[src/rtl/bsq_pkg.sv]
package bsq_pkg;

    typedef enum logic [1:0] {
        NPC_SEQ    = 2'b00,
        NPC_HOLD   = 2'b01,
        NPC_TARGET = 2'b10
    } npc_sel_e;

    typedef struct packed {
        npc_sel_e sel;
        logic     ifid_flush;
        logic     ifid_hold;
        logic     idex_flush;
    } squash_ctl_t;

    function automatic squash_ctl_t ctl_make(npc_sel_e s, logic f_ifid,
                                             logic h_ifid, logic f_idex);
        squash_ctl_t c;
        c.sel        = s;
        c.ifid_flush = f_ifid;
        c.ifid_hold  = h_ifid;
        c.idex_flush = f_idex;
        return c;
    endfunction

endpackage

[src/rtl/bsq_resolve.sv]
module bsq_resolve
    import bsq_pkg::*;
#(
    parameter bit SLOT_MODE = 1'b0
) (
    input  logic        rst,
    input  logic        ex_taken,
    input  logic        hz_stall,
    output squash_ctl_t ctl
);

    generate
        if (SLOT_MODE) begin : g_slot
            // Slot instruction in decode survives a taken transfer.
            always_comb begin
                if (rst)
                    ctl = ctl_make(NPC_HOLD, 1'b1, 1'b0, 1'b1);
                else if (ex_taken && hz_stall)
                    ctl = ctl_make(NPC_TARGET, 1'b0, 1'b1, 1'b1);
                else if (ex_taken)
                    ctl = ctl_make(NPC_TARGET, 1'b1, 1'b0, 1'b0);
                else if (hz_stall)
                    ctl = ctl_make(NPC_HOLD, 1'b0, 1'b1, 1'b1);
                else
                    ctl = ctl_make(NPC_SEQ, 1'b0, 1'b0, 1'b0);
            end
        end else begin : g_pred
            // Fall-through guess: both younger instructions are wrong path.
            always_comb begin
                if (rst)
                    ctl = ctl_make(NPC_HOLD, 1'b1, 1'b0, 1'b1);
                else if (ex_taken)
                    ctl = ctl_make(NPC_TARGET, 1'b1, 1'b0, 1'b1);
                else if (hz_stall)
                    ctl = ctl_make(NPC_HOLD, 1'b0, 1'b1, 1'b1);
                else
                    ctl = ctl_make(NPC_SEQ, 1'b0, 1'b0, 1'b0);
            end
        end
    endgenerate

endmodule

[src/rtl/bsq_pcreg.sv]
module bsq_pcreg
    import bsq_pkg::*;
#(
    parameter int unsigned      AW       = 32,
    parameter int unsigned      STEP     = 4,
    parameter logic [AW-1:0]    RESET_PC = '0
) (
    input  logic          clk,
    input  logic          rst,
    input  npc_sel_e      sel,
    input  logic [AW-1:0] target,
    output logic [AW-1:0] pc
);

    localparam logic [AW-1:0] INC = AW'(STEP);

    always_ff @(posedge clk) begin
        if (rst) begin
            pc <= RESET_PC;
        end else begin
            unique case (sel)
                NPC_SEQ:    pc <= pc + INC;
                NPC_TARGET: pc <= target;
                default:    pc <= pc;
            endcase
        end
    end

endmodule

[src/rtl/bsq_wegate.sv]
module bsq_wegate #(
    parameter int unsigned N = 2
) (
    input  logic         kill,
    input  logic [N-1:0] en_in,
    output logic [N-1:0] en_out
);

    always_comb begin
        for (int i = 0; i < N; i++)
            en_out[i] = en_in[i] & ~kill;
    end

endmodule

[src/rtl/branch_squash_ctl.sv]
module branch_squash_ctl
    import bsq_pkg::*;
#(
    parameter int unsigned   AW        = 32,
    parameter int unsigned   STEP      = 4,
    parameter logic [AW-1:0] RESET_PC  = '0,
    parameter bit            SLOT_MODE = 1'b0
) (
    input  logic          clk,
    input  logic          rst,
    input  logic          ex_taken,
    input  logic [AW-1:0] ex_target,
    input  logic          hz_stall,
    input  logic          id_rf_we,
    input  logic          id_mem_we,
    output logic [AW-1:0] fetch_pc,
    output logic [1:0]    npc_sel,
    output logic          ifid_flush,
    output logic          ifid_hold,
    output logic          idex_flush,
    output logic          idex_rf_we,
    output logic          idex_mem_we
);

    localparam int unsigned WE_N = 2;

    squash_ctl_t       ctl;
    logic [WE_N-1:0]   we_in;
    logic [WE_N-1:0]   we_out;

    bsq_resolve #(.SLOT_MODE(SLOT_MODE)) u_resolve (
        .rst      (rst),
        .ex_taken (ex_taken),
        .hz_stall (hz_stall),
        .ctl      (ctl)
    );

    bsq_pcreg #(.AW(AW), .STEP(STEP), .RESET_PC(RESET_PC)) u_pcreg (
        .clk    (clk),
        .rst    (rst),
        .sel    (ctl.sel),
        .target (ex_target),
        .pc     (fetch_pc)
    );

    assign we_in = {id_mem_we, id_rf_we};

    bsq_wegate #(.N(WE_N)) u_wegate (
        .kill   (ctl.idex_flush),
        .en_in  (we_in),
        .en_out (we_out)
    );

    assign npc_sel     = ctl.sel;
    assign ifid_flush  = ctl.ifid_flush;
    assign ifid_hold   = ctl.ifid_hold;
    assign idex_flush  = ctl.idex_flush;
    assign idex_rf_we  = we_out[0];
    assign idex_mem_we = we_out[1];

endmodule

[config.mk]
export PLATFORM = sky130hd
export DESIGN_NAME = branch_squash_ctl
export DESIGN_NICKNAME = d
export VERILOG_FILES = /design/src/rtl/bsq_pkg.sv /design/src/rtl/bsq_resolve.sv /design/src/rtl/bsq_pcreg.sv /design/src/rtl/bsq_wegate.sv /design/src/rtl/branch_squash_ctl.sv
export SDC_FILE = /design/constraint.sdc
export NUM_CORES = 1
export LEC_CHECK = 0
export ABC_CLOCK_PERIOD_IN_PS = 2600
export BUFFER_PORTS_ARGS = -buffer_cell sky130_fd_sc_hd__clkbuf_2
export CORE_ASPECT_RATIO = 0.6
export CORE_MARGIN = 2
export CORE_UTILIZATION = 45
export DETAILED_ROUTE_END_ITERATION = 8
export MAX_ROUTING_LAYER = met4
export PLACE_DENSITY = 0.86
export SETUP_SLACK_MARGIN = 0.1
export SLEW_MARGIN = 40
export SYNTH_ARGS = -nofsm -noshare
export SYNTH_HDL_FRONTEND = slang
export SYNTH_SLANG_ARGS = --single-unit
[constraint.sdc]
create_clock -name clk -period 2.6 [get_ports clk]
set_input_delay 0.52 -clock clk [delete_from_list [all_inputs] [get_ports clk]]
set_output_delay 0.52 -clock clk [all_outputs]
set_load 0.02 [all_outputs]
==> results of run 1 <==
==> path summary, 6_finish.rpt <==
check	slack (ns)	to	cells after the start
worst max register to register	0.28	u_pcreg.pc[30]	4
worst max-delay path	0.28	u_pcreg.pc[30]	4
worst min-delay path	0.45	u_pcreg.pc[2]	3
worst min register to register	0.50	u_pcreg.pc[0]	2
==> worst max-delay path, stage by stage (launching register included) <==
cell and delay, ns:
sky130_fd_sc_hd__dfxtp_1 0.44, sky130_fd_sc_hd__nand4_2 0.23, sky130_fd_sc_hd__or4_1 0.73, sky130_fd_sc_hd__or4_1 0.56, sky130_fd_sc_hd__a311oi_1 0.27
==> final cells by class <==
| class | instances | area [µm²] | share of cell area, % |
|---|---|---|---|
| Clock buffer | 6 | 82.58 | 3.332 |
| Timing Repair Buffer | 84 | 440.4 | 17.77 |
| Tap cell | 60 | 75.07 | 3.029 |
| Sequential cell | 32 | 640.6 | 25.85 |
| Multi-Input combinational cell | 185 | 1200 | 48.41 |
| Clock inverter | 2 | 10.01 | 0.4038 |
| Inverter | 8 | 30.03 | 1.212 |
==> layout by cell type, fill, tap and decap left out, types with 8 or more instances in the layout <==
master	count
sky130_fd_sc_hd__inv_1	8
sky130_fd_sc_hd__nand4_1	13
sky130_fd_sc_hd__clkbuf_2	76
sky130_fd_sc_hd__nand2_1	16
sky130_fd_sc_hd__dfxtp_1	32
sky130_fd_sc_hd__and3_1	8
sky130_fd_sc_hd__a211oi_1	13
sky130_fd_sc_hd__a311oi_1	11
sky130_fd_sc_hd__nor2_1	28
sky130_fd_sc_hd__nand3_1	13
sky130_fd_sc_hd__buf_4	8
==> layer usage <==
metal	share of wire (%)	track usage [%]	wire length, µm	vias up
met4	0.98	8.333	57	0
li1	-	-	-	1085
met1	47	38.25	2764	1017
met3	11	4.977	641	7
met5	0	-	0	-
met2	41	33.83	2361	127
==> cell families after synthesis <==
group / after synthesis
simple gates: 119
compound gates: 52
flops: 32
buf+inv: 26
xor+xnor: 10
mux: 3
fa+ha+maj: 1
==> power by group <==
part,total [µW],internal [µW],switching (µW)
registers,579,526,52.5
logic,237,96.2,141
clock network,401,211,189
==> stage by stage <==
stage          util, %  hold WS, ns  total power (µW)  instance area [µm²]
2_1_floorplan        -       0.5835             718.8                 1941
3_3_place_gp     57.89       0.4767             817.2                 2386
3_5_place_dp     57.89       0.4859             823.4                 2386
4_1_cts          60.14       0.4528              1217                 2479
5_1_grt          60.14       0.4552              1264                 2479
6_report         60.14       0.4501              1216                 2479
==> summary.txt, run 1 <==
Logic synthesis
  • Synth Area in Compound Gates: 20.70%
  • Post-synthesis simple-gate area fraction: 34.43%
  • Sequential share of the synthesized area: 33.01%
  • Number of warnings printed during yosys synthesis: 0
  • Distinct cells, synth: 44
  • Adder and majority gate portion of the synthesized area: 0.6447%
  • Number of nets in the synthesized netlist: 282
  • Mapped cell area: 0.001941 mm²
  • Proportion of synthesized area in mux cells: 1.547%
  • Main combinational cell family by area after synthesis: simple AND/OR/NAND/NOR gates
  • Synthesized instance count: 243
  • Cell accounting for the most synthesized area: sky130_fd_sc_hd__dfxtp_1
  • Parity-gate share of the synthesized area counting xor and xnor cells: 4.513%
  • Ys flop type: sky130_fd_sc_hd__dfxtp_1
  • Fraction of synthesized cell area taken by the top area cell type: 33.01%
  • Dominant cell by count in the synthesized netlist: sky130_fd_sc_hd__dfxtp_1
  • Cell types with the largest area share after synthesis: sky130_fd_sc_hd__dfxtp_1, sky130_fd_sc_hd__nor2_1, sky130_fd_sc_hd__a211oi_1
  • Number of flip-flops and latches in the synthesized netlist: 32
  • Leading cell types by count after synthesis: sky130_fd_sc_hd__dfxtp_1, sky130_fd_sc_hd__nor2_1, sky130_fd_sc_hd__clkbuf_1, sky130_fd_sc_hd__nand2_1
  • Average instance area after synthesis: 7.986 µm²
  • Proportion of synthesized flip-flops having asynchronous set or reset: 0%
  • Number of synthesized flops with an enable pin: 0

Clock network
  • Number of clock sinks: 32
  • CTS-repair resized insts: 0
  • H-tree depth: 2
  • Maximum number of buffers from clock root to sink: 2
  • Root Driver: sky130_fd_sc_hd__clkbuf_8
  • Count of hold-fix buffers inserted at cts: 0
  • Worst-path clk slew: 0.07 ns
  • Insertion delay to the later sink of the worst-skew pair: 0.29 ns
  • Number of buffers added for setup after CTS: 0
  • TritonCTS clock tree: built
  • Total clock buffers created by CTS: 5

Detailed routing
  • Vias per std cell: 5.931
  • Remaining routing DRC violations: 0
  • 1st-pass router iterations: 4
  • Via count: 2236
  • Drt initial violations: 214
  • Number of antenna-violating nets in the routed design: 0
  • WL per Instance: 15.45 µm
  • Total wirelength of the detailed-routed design: 5826 µm

STA
  • Slew at the pin closest to its max-slew limit: 0.3393 ns
  • Fraction of the cycle the final worst path needs: 89.21%
  • Final hold violation count: 0
  • Final worst setup slack: 0.2804 ns
  • Max-slew headroom at the worst pin: 76.79%
  • Setup repair after global routing missed its margin: no
  • Max-slew violation count: 0
  • Number of endpoints failing setup at the final stage: 0
  • Time the final worst path needs with I/O delays and setup: 2.320 ns
  • Largest clock skew in the final design: 0.006551 ns
  • Highest clock frequency the design can meet: 431.1 MHz
  • Setup TNS: 0 ns

Final layout
  • Layout overhead on the synthesized area: 27.72%
  • Layout cells sized above 1: 29.34%
  • Count of nets after finishing: 355
  • Register name with the most flops: u_pcreg.pc
  • # fillers: 378
  • Number of antenna repair diodes: 0
  • Number of standard cells in the layout, taps in and fillers out: 377
  • Largest registers: u_pcreg.pc (32)
  • Flip-flop count of the largest register after layout: 32

Global route
  • GRT Overall Usage: 25.63%
  • Global-route wire length before repair: 8990 µm
  • Total congestion overflow: 0
  • Vias in the first global route: 1846
  • Largest net degree at the start of global routing: 33
  • Initial antenna violation count: 0

Worst setup path
  • Crit-path max FO: 10
  • Origin of the worst setup path: u_pcreg.pc[15]
  • WS Path Type: register to register
  • Endpoint required time on the critical path: 2.79 ns
  • Worst setup SP type: register
  • Critical path endpoint category: register
  • Worst r2r src: u_pcreg.pc[15]
  • Endpoint arrival time on the critical path: 2.51 ns

Outcome
  • Run status: completed

Placed design
  • Pre-CTS setup slack: 0.3062 ns
  • Placer congestion estimate: 0.9072
  • Cell total after placement: 369
  • PortBufs: 76
  • Detailed placer's ending HPWL: 4287 µm

Floorplan
  • Area of the core: 0.004121 mm²
  • Site Rows: 18
  • Die area: 0.004871 mm²
  • Vertical die dimension: 54.87 µm
  • Initial core utilization: 47.09%
  • Top Ports: 77
  • Overall die width: 88.78 µm

Hold path
  • Min-delay worst type: input port to register
  • Hold Startpoint: ex_target[2]

Flow run
  • Maxcap violations: 0

Power
  • Power Density: 490.7 mW/mm²
  • Leak Pwr: 0.001071 µW
  • Worst ir drop on vdd: 0.0002974 V
Power figures use the tool's default switching activity.
==> inputs of run 2 (changes only) <==
PLACE_DENSITY = 0.85   (was 0.86)
SYNTH_HIERARCHICAL = 1   (was default)
==> run 2 against run 1 <==
  * Critical path type unchanged
  * Utilization shrank 1.9 points
  * Largest cell class unchanged
  * Cell count increased by 11%
  * Via count rose by 8.9%
==> summary.txt, run 2 <==
Final layout
  • Flip-flop count of the largest register after layout: 32
  • Leading cell type in the layout, fill and taps excluded: sky130_fd_sc_hd__clkbuf_2
  • Number of antenna repair diodes: 0
  • # fillers: 442
  • Number of standard cells in the layout, taps in and fillers out: 417
  • Layout overhead on the synthesized area: 26.04%
  • Count of nets after finishing: 392
  • Register name with the most flops: u_pcreg/pc
  • Largest registers: u_pcreg/pc (32)
  • Most used cells in the layout excluding fill and tap cells: sky130_fd_sc_hd__clkbuf_2, sky130_fd_sc_hd__nor2_1, sky130_fd_sc_hd__dfxtp_1
  • Layout cells sized above 1: 29.94%

Global route
  • Largest net degree at the start of global routing: 35
  • Initial antenna violation count: 0
  • Vias in the first global route: 2203
  • GRT Overall Usage: 26.12%
  • Total congestion overflow: 0
  • Global-route wire length before repair: 10520 µm

STA
  • Highest clock frequency the design can meet: 452.7 MHz
  • Setup TNS: 0 ns
  • Final hold violation count: 0
  • Largest clock skew in the final design: 0.01071 ns
  • Max-slew violation count: 0
  • Setup repair after global routing missed its margin: no
  • Time the final worst path needs with I/O delays and setup: 2.209 ns
  • Max-slew headroom at the worst pin: 71.00%
  • Number of endpoints failing setup at the final stage: 0
  • Fraction of the cycle the final worst path needs: 84.96%
  • Slew at the pin closest to its max-slew limit: 0.4340 ns

Worst setup path
  • WS Path Type: register to register
  • Critical path endpoint category: register
  • Endpoint arrival time on the critical path: 2.40 ns
  • Worst setup SP type: register
  • Endpoint required time on the critical path: 2.79 ns
  • Crit-path max FO: 7

Logic synthesis
  • Fraction of synthesized cell area taken by the top area cell type: 30.51%
  • Number of synthesized flops with an enable pin: 0
  • Proportion of synthesized flip-flops having asynchronous set or reset: 0%
  • Ys flop type: sky130_fd_sc_hd__dfxtp_1
  • Synthesized instance count: 279
  • Number of nets in the synthesized netlist: 318
  • Cell types with the largest area share after synthesis: sky130_fd_sc_hd__dfxtp_1, sky130_fd_sc_hd__nor2_1, sky130_fd_sc_hd__a21oi_1
  • Number of warnings printed during yosys synthesis: 6
  • Mapped cell area: 0.002100 mm²
  • Cell accounting for the most synthesized area: sky130_fd_sc_hd__dfxtp_1
  • Sequential share of the synthesized area: 30.51%
  • Average instance area after synthesis: 7.525 µm²
  • Distinct cells, synth: 52
  • Number of flip-flops and latches in the synthesized netlist: 32
  • Leading cell types by count after synthesis: sky130_fd_sc_hd__nor2_1, sky130_fd_sc_hd__dfxtp_1, sky130_fd_sc_hd__nand2_1, sky130_fd_sc_hd__a21oi_1, sky130_fd_sc_hd__clkbuf_1
  • Dominant cell by count in the synthesized netlist: sky130_fd_sc_hd__nor2_1

Placed design
  • Placer congestion estimate: 0.8774
  • PortBufs: 76
  • Cell total after placement: 409
  • Detailed placer's ending HPWL: 4651 µm

Clock network
  • CTS-repair resized insts: 0
  • Maximum number of buffers from clock root to sink: 2
  • Number of clock sinks: 32
  • Insertion delay to the later sink of the worst-skew pair: 0.30 ns
  • Root Driver: sky130_fd_sc_hd__clkbuf_8
  • Count of hold-fix buffers inserted at cts: 0
  • Worst-path clk slew: 0.07 ns
  • H-tree depth: 2
  • Total clock buffers created by CTS: 5
  • Number of buffers added for setup after CTS: 0
  • TritonCTS clock tree: built

Flow run
  • Maxcap violations: 0

Floorplan
  • Initial core utilization: 46.24%
  • Overall die width: 92.18 µm
  • Vertical die dimension: 56.91 µm
  • Die area: 0.005246 mm²
  • Area of the core: 0.004541 mm²
  • Top Ports: 77
  • Site Rows: 19

Detailed routing
  • Via count: 2435
  • Remaining routing DRC violations: 0
  • Number of antenna-violating nets in the routed design: 0
  • WL per Instance: 15.34 µm
  • 1st-pass router iterations: 5
  • Drt initial violations: 213
  • Vias per std cell: 5.839
  • Total wirelength of the detailed-routed design: 6398 µm

Power
  • Worst ir drop on vdd: 0.0002131 V
  • Power Density: 447.3 mW/mm²
  • Leak Pwr: 0.001119 µW

Hold path
  • Min-delay worst type: input port to register

Outcome
  • Run status: completed
[run 2: changes by cell type after synthesis, moves of 6 or more]
| cell | previous run | this run |
|---|---|---|
| sky130_fd_sc_hd__nand2_1 | 16 | 31 |
| sky130_fd_sc_hd__a211oi_1 | 13 | 3 |
| sky130_fd_sc_hd__a311oi_1 | 11 | 0 |
| sky130_fd_sc_hd__a21oi_1 | 4 | 24 |
| sky130_fd_sc_hd__a31oi_1 | 0 | 9 |
| sky130_fd_sc_hd__nand3_1 | 13 | 7 |
| sky130_fd_sc_hd__nor2_1 | 28 | 36 |
| sky130_fd_sc_hd__o21ai_0 | 3 | 10 |
| sky130_fd_sc_hd__a22oi_1 | 1 | 9 |
[run 2: cells by family (layout without fill, tap and decap cells)]
logic type,Yosys count,in the layout,share of synthesized area (%)
fa+ha+maj,1,1,0.5959
xor+xnor,2,2,0.8345
simple gates,134,134,34.86
compound gates,77,77,23.90
flops,32,32,30.51
mux,10,10,4.946
buf+inv,23,98,4.350
[run 2: where the power goes]
part / internal [µW] / switching [µW]
Clock: 216 / 195
Sequential: 514 / 37.0
Combinational: 90.5 / 132
Total: 820 / 363
[run 2: worst paths after layout]
path	from	endpoint	slack [ns]	cells past startpoint
max reg2reg	u_pcreg/pc[2]	u_pcreg/pc[30]	0.39	6
max	u_pcreg/pc[2]	u_pcreg/pc[30]	0.39	6
min reg2reg	u_pcreg/pc[1]	u_pcreg/pc[1]	0.47	2
min	ex_target[1]	u_pcreg/pc[1]	0.45	3
[run 2: area by class of cell]
| type | count | area (µm²) | area share (%) |
|---|---|---|---|
| multi-input cells | 224 | 1370 | 51.77 |
| well taps | 63 | 78.83 | 2.979 |
| clock buffers | 8 | 90.09 | 3.404 |
| repair buffers | 85 | 447.9 | 16.93 |
| flip-flops and latches | 32 | 640.6 | 24.21 |
| inverters | 5 | 18.77 | 0.7092 |
[run 2: metal layers]
metal  GRT usage (%)  routed length, µm
met5               -                  0
met3           7.517                602
met2           36.55               2747
met4           8.102                 78
met1           36.33               2969
[run 2: critical path, stage by stage, from the launching register on]
cell and delay [ns]:
sky130_fd_sc_hd__dfxtp_1 0.47, sky130_fd_sc_hd__ha_1 0.28, sky130_fd_sc_hd__nand3_2 0.22, sky130_fd_sc_hd__nor3_2 0.30, sky130_fd_sc_hd__nand3_1 0.15, sky130_fd_sc_hd__nor4_1 0.32
sky130_fd_sc_hd__mux2_2 0.37
[run 2: metrics by stage]
step | hold WS [ns] | setup slack [ns] | area, µm² | utilization (%) | total power, µW
detailed placement | 0.4576 | 0.4004 | 2556 | 56.30 | 779.8
global placement | 0.4587 | 0.4431 | 2556 | 56.30 | 774.7
floorplan | 0.5345 | 0.5092 | 2100 | - | 689.1
global route | 0.4578 | 0.2136 | 2646 | 58.28 | 1235
CTS | 0.4391 | 0.3992 | 2646 | 58.28 | 1185
finish | 0.4461 | 0.3911 | 2646 | 58.28 | 1184
==> inputs of run 3 (changes only) <==
ABC_AREA = 1   (was default)
ABC_CLOCK_PERIOD_IN_PS = 2140   (was 2600)
PLACE_DENSITY = 0.83   (was 0.85)
clock period = 2.14 ns   (was 2.6 ns; I/O delays follow)
==> run 3 against run 2 <==
  * Synthesized cell count increased by 34%
  * Worst setup slack got worse by 0.032 ns
  * Sequential share of layout area decreased by 1.5 points
  * Via count up 10%
  * Power grew 24%
  * Critical endpoint is now npc_sel[0]
  * Largest cell class unchanged
  * Largest power group unchanged
==> summary.txt, run 3 <==
Outcome
  • Run status: completed

Logic synthesis
  • Cell accounting for the most synthesized area: sky130_fd_sc_hd__dfxtp_1
  • Mapped cell area: 0.002317 mm²
  • Average instance area after synthesis: 6.179 µm²
  • Cell types with the largest area share after synthesis: sky130_fd_sc_hd__dfxtp_1, sky130_fd_sc_hd__nand2_1, sky130_fd_sc_hd__nor2_1
  • Synthesized instance count: 375
  • Number of warnings printed during yosys synthesis: 6
  • Dominant cell by count in the synthesized netlist: sky130_fd_sc_hd__nand2_1
  • Number of nets in the synthesized netlist: 414
  • Leading cell types by count after synthesis: sky130_fd_sc_hd__nand2_1, sky130_fd_sc_hd__nor2_1, sky130_fd_sc_hd__a21oi_1, sky130_fd_sc_hd__dfxtp_1, sky130_fd_sc_hd__inv_1
  • Fraction of synthesized cell area taken by the top area cell type: 27.65%
  • Sequential share of the synthesized area: 27.65%
  • Number of synthesized flops with an enable pin: 0
  • Number of flip-flops and latches in the synthesized netlist: 32
  • Distinct cells, synth: 32
  • Ys flop type: sky130_fd_sc_hd__dfxtp_1
  • Proportion of synthesized flip-flops having asynchronous set or reset: 0%

Clock network
  • Number of clock sinks: 32
  • Total clock buffers created by CTS: 5
  • Maximum number of buffers from clock root to sink: 2
  • TritonCTS clock tree: built
  • Root Driver: sky130_fd_sc_hd__clkbuf_8
  • Worst-path clk slew: 0.07 ns
  • Count of hold-fix buffers inserted at cts: 0
  • Number of buffers added for setup after CTS: 0
  • Insertion delay to the later sink of the worst-skew pair: 0.29 ns
  • H-tree depth: 2
  • CTS-repair resized insts: 0

Detailed routing
  • Remaining routing DRC violations: 0
  • Drt initial violations: 164
  • Via count: 2689
  • Total wirelength of the detailed-routed design: 6772 µm
  • Number of antenna-violating nets in the routed design: 0
  • WL per Instance: 13.15 µm
  • 1st-pass router iterations: 4
  • Vias per std cell: 5.221

STA
  • Slew at the pin closest to its max-slew limit: 0.5724 ns
  • Setup repair after global routing missed its margin: no
  • Max-slew headroom at the worst pin: 61.80%
  • Highest clock frequency the design can meet: 561.5 MHz
  • Time the final worst path needs with I/O delays and setup: 1.781 ns
  • Final worst setup slack: 0.3589 ns
  • Number of endpoints failing setup at the final stage: 0
  • Fraction of the cycle the final worst path needs: 83.23%
  • Max-slew violation count: 0
  • Setup TNS: 0 ns
  • Largest clock skew in the final design: 0.008772 ns
  • Final hold violation count: 0

Floorplan
  • Die area: 0.005758 mm²
  • Top Ports: 77
  • Initial core utilization: 46.30%
  • Overall die width: 96.64 µm
  • Vertical die dimension: 59.59 µm
  • Site Rows: 20
  • Area of the core: 0.005005 mm²

Worst setup path
  • Critical path endpoint category: primary output
  • Worst reg-to-reg setup slack: 0.49 ns
  • Endpoint required time on the critical path: 1.71 ns
  • Crit-path max FO: 41
  • Endpoint arrival time on the critical path: 1.35 ns
  • Worst setup SP type: input port
  • WS Path Type: input port to primary output

Final layout
  • Combined area of the multi-input logic cells: 0.001458 mm²
  • Leading cell type in the layout, fill and taps excluded: sky130_fd_sc_hd__nand2_1
  • Footprint of the flip-flops and latches: 640.6 µm²
  • Register name with the most flops: u_pcreg/pc
  • Count of nets after finishing: 487
  • Post-route cell area: 0.002818 mm²
  • Number of antenna repair diodes: 0
  • Layout cells sized above 1: 26.06%
  • Largest registers: u_pcreg/pc (32)
  • Share of the core filled with cells in the final layout: 56.30%
  • # fillers: 507
  • Number of standard cells in the layout, taps in and fillers out: 515
  • Most used cells in the layout excluding fill and tap cells: sky130_fd_sc_hd__nand2_1, sky130_fd_sc_hd__clkbuf_2, sky130_fd_sc_hd__nor2_1
  • Flip-flop count of the largest register after layout: 32
  • Layout overhead on the synthesized area: 21.60%

Power
  • Power Density: 521.7 mW/mm²
  • Leak Pwr: 0.001250 µW
  • Worst ir drop on vdd: 0.0002335 V

Placed design
  • Placer congestion estimate: 0.9754
  • Pre-CTS setup slack: 0.3028 ns
  • Detailed placer's ending HPWL: 5139 µm
  • Area post-placement: 0.002728 mm²
  • Cell total after placement: 507
  • PortBufs: 76

Global route
  • Total congestion overflow: 0
  • Global-route wire length before repair: 11080 µm
  • Initial antenna violation count: 0
  • Vias in the first global route: 2357
  • GRT Overall Usage: 24.65%
  • Largest net degree at the start of global routing: 42

Flow run
  • Maxcap violations: 0

Hold path
  • Min-delay worst type: input port to register
## run 3: cell count changes after synthesis, moves of 10 or more
cell | previous run | this run
sky130_fd_sc_hd__nor2b_1 | 10 | 0
sky130_fd_sc_hd__a21oi_1 | 24 | 34
sky130_fd_sc_hd__nand3_1 | 7 | 22
sky130_fd_sc_hd__nor2_1 | 36 | 59
sky130_fd_sc_hd__nand2_1 | 31 | 104
sky130_fd_sc_hd__inv_1 | 5 | 28
## run 3: stage by stage
stage / hold slack [ns] / power, µW
2_1_floorplan: 0.5607 / 872.9
3_3_place_gp: 0.4782 / 973.8
3_5_place_dp: 0.4816 / 979.9
4_1_cts: 0.3768 / 1472
5_1_grt: 0.3916 / 1546
6_report: 0.3752 / 1470
## run 3: worst max-delay path: stages
cell and delay [ns]:
sky130_fd_sc_hd__clkbuf_2 0.13, sky130_fd_sc_hd__inv_1 0.08, sky130_fd_sc_hd__nand2_1 0.09, sky130_fd_sc_hd__buf_4 0.38
sky130_fd_sc_hd__clkbuf_2 0.25
## run 3: final cells by class
class / instances / share of cell area, %
Sequential cell: 32 / 22.74
Tap cell: 66 / 2.931
Multi-Input combinational cell: 296 / 51.73
Timing Repair Buffer: 82 / 15.10
Clock buffer: 8 / 3.197
Inverter: 31 / 4.307
## run 3: final timing paths
path / depth (start not counted) / end / startpoint
setup reg to reg: 10 / u_pcreg/pc[22] / u_pcreg/pc[3]
hold / removal: 2 / u_pcreg/pc[2] / rst
hold reg to reg: 2 / u_pcreg/pc[0] / u_pcreg/pc[0]
setup / recovery: 5 / npc_sel[0] / rst
## run 3: cell families (layout without fill, tap and decap cells)
logic type                 after synthesis  after routing  share of synthesized area (%)
and+or+nand+nor                        227            227                          45.73
xor gates and xnor gates                 1              1                         0.3780
DFF                                     32             32                          27.65
buffers and inverters                   47            121                          9.449
adders and majority gates                1              1                         0.5399
AOI/OAI and AO/OA                       67             67                          16.25
## run 3: power by group
| group | switching, µW | internal (µW) |
|---|---|---|
| Sequential | 42.6 | 629 |
| Clock | 238 | 263 |
| Combinational | 187 | 111 |
| Total | 467 | 1000 |
## run 3: routing by layer
layer | global-route usage [%] | up-vias | share of wire [%]
li1 | - | 1369 | -
met4 | 6.036 | 0 | 0.59
met3 | 5.071 | 5 | 7.9
met5 | - | - | 0
met1 | 34.34 | 1201 | 49
met2 | 36.90 | 114 | 42
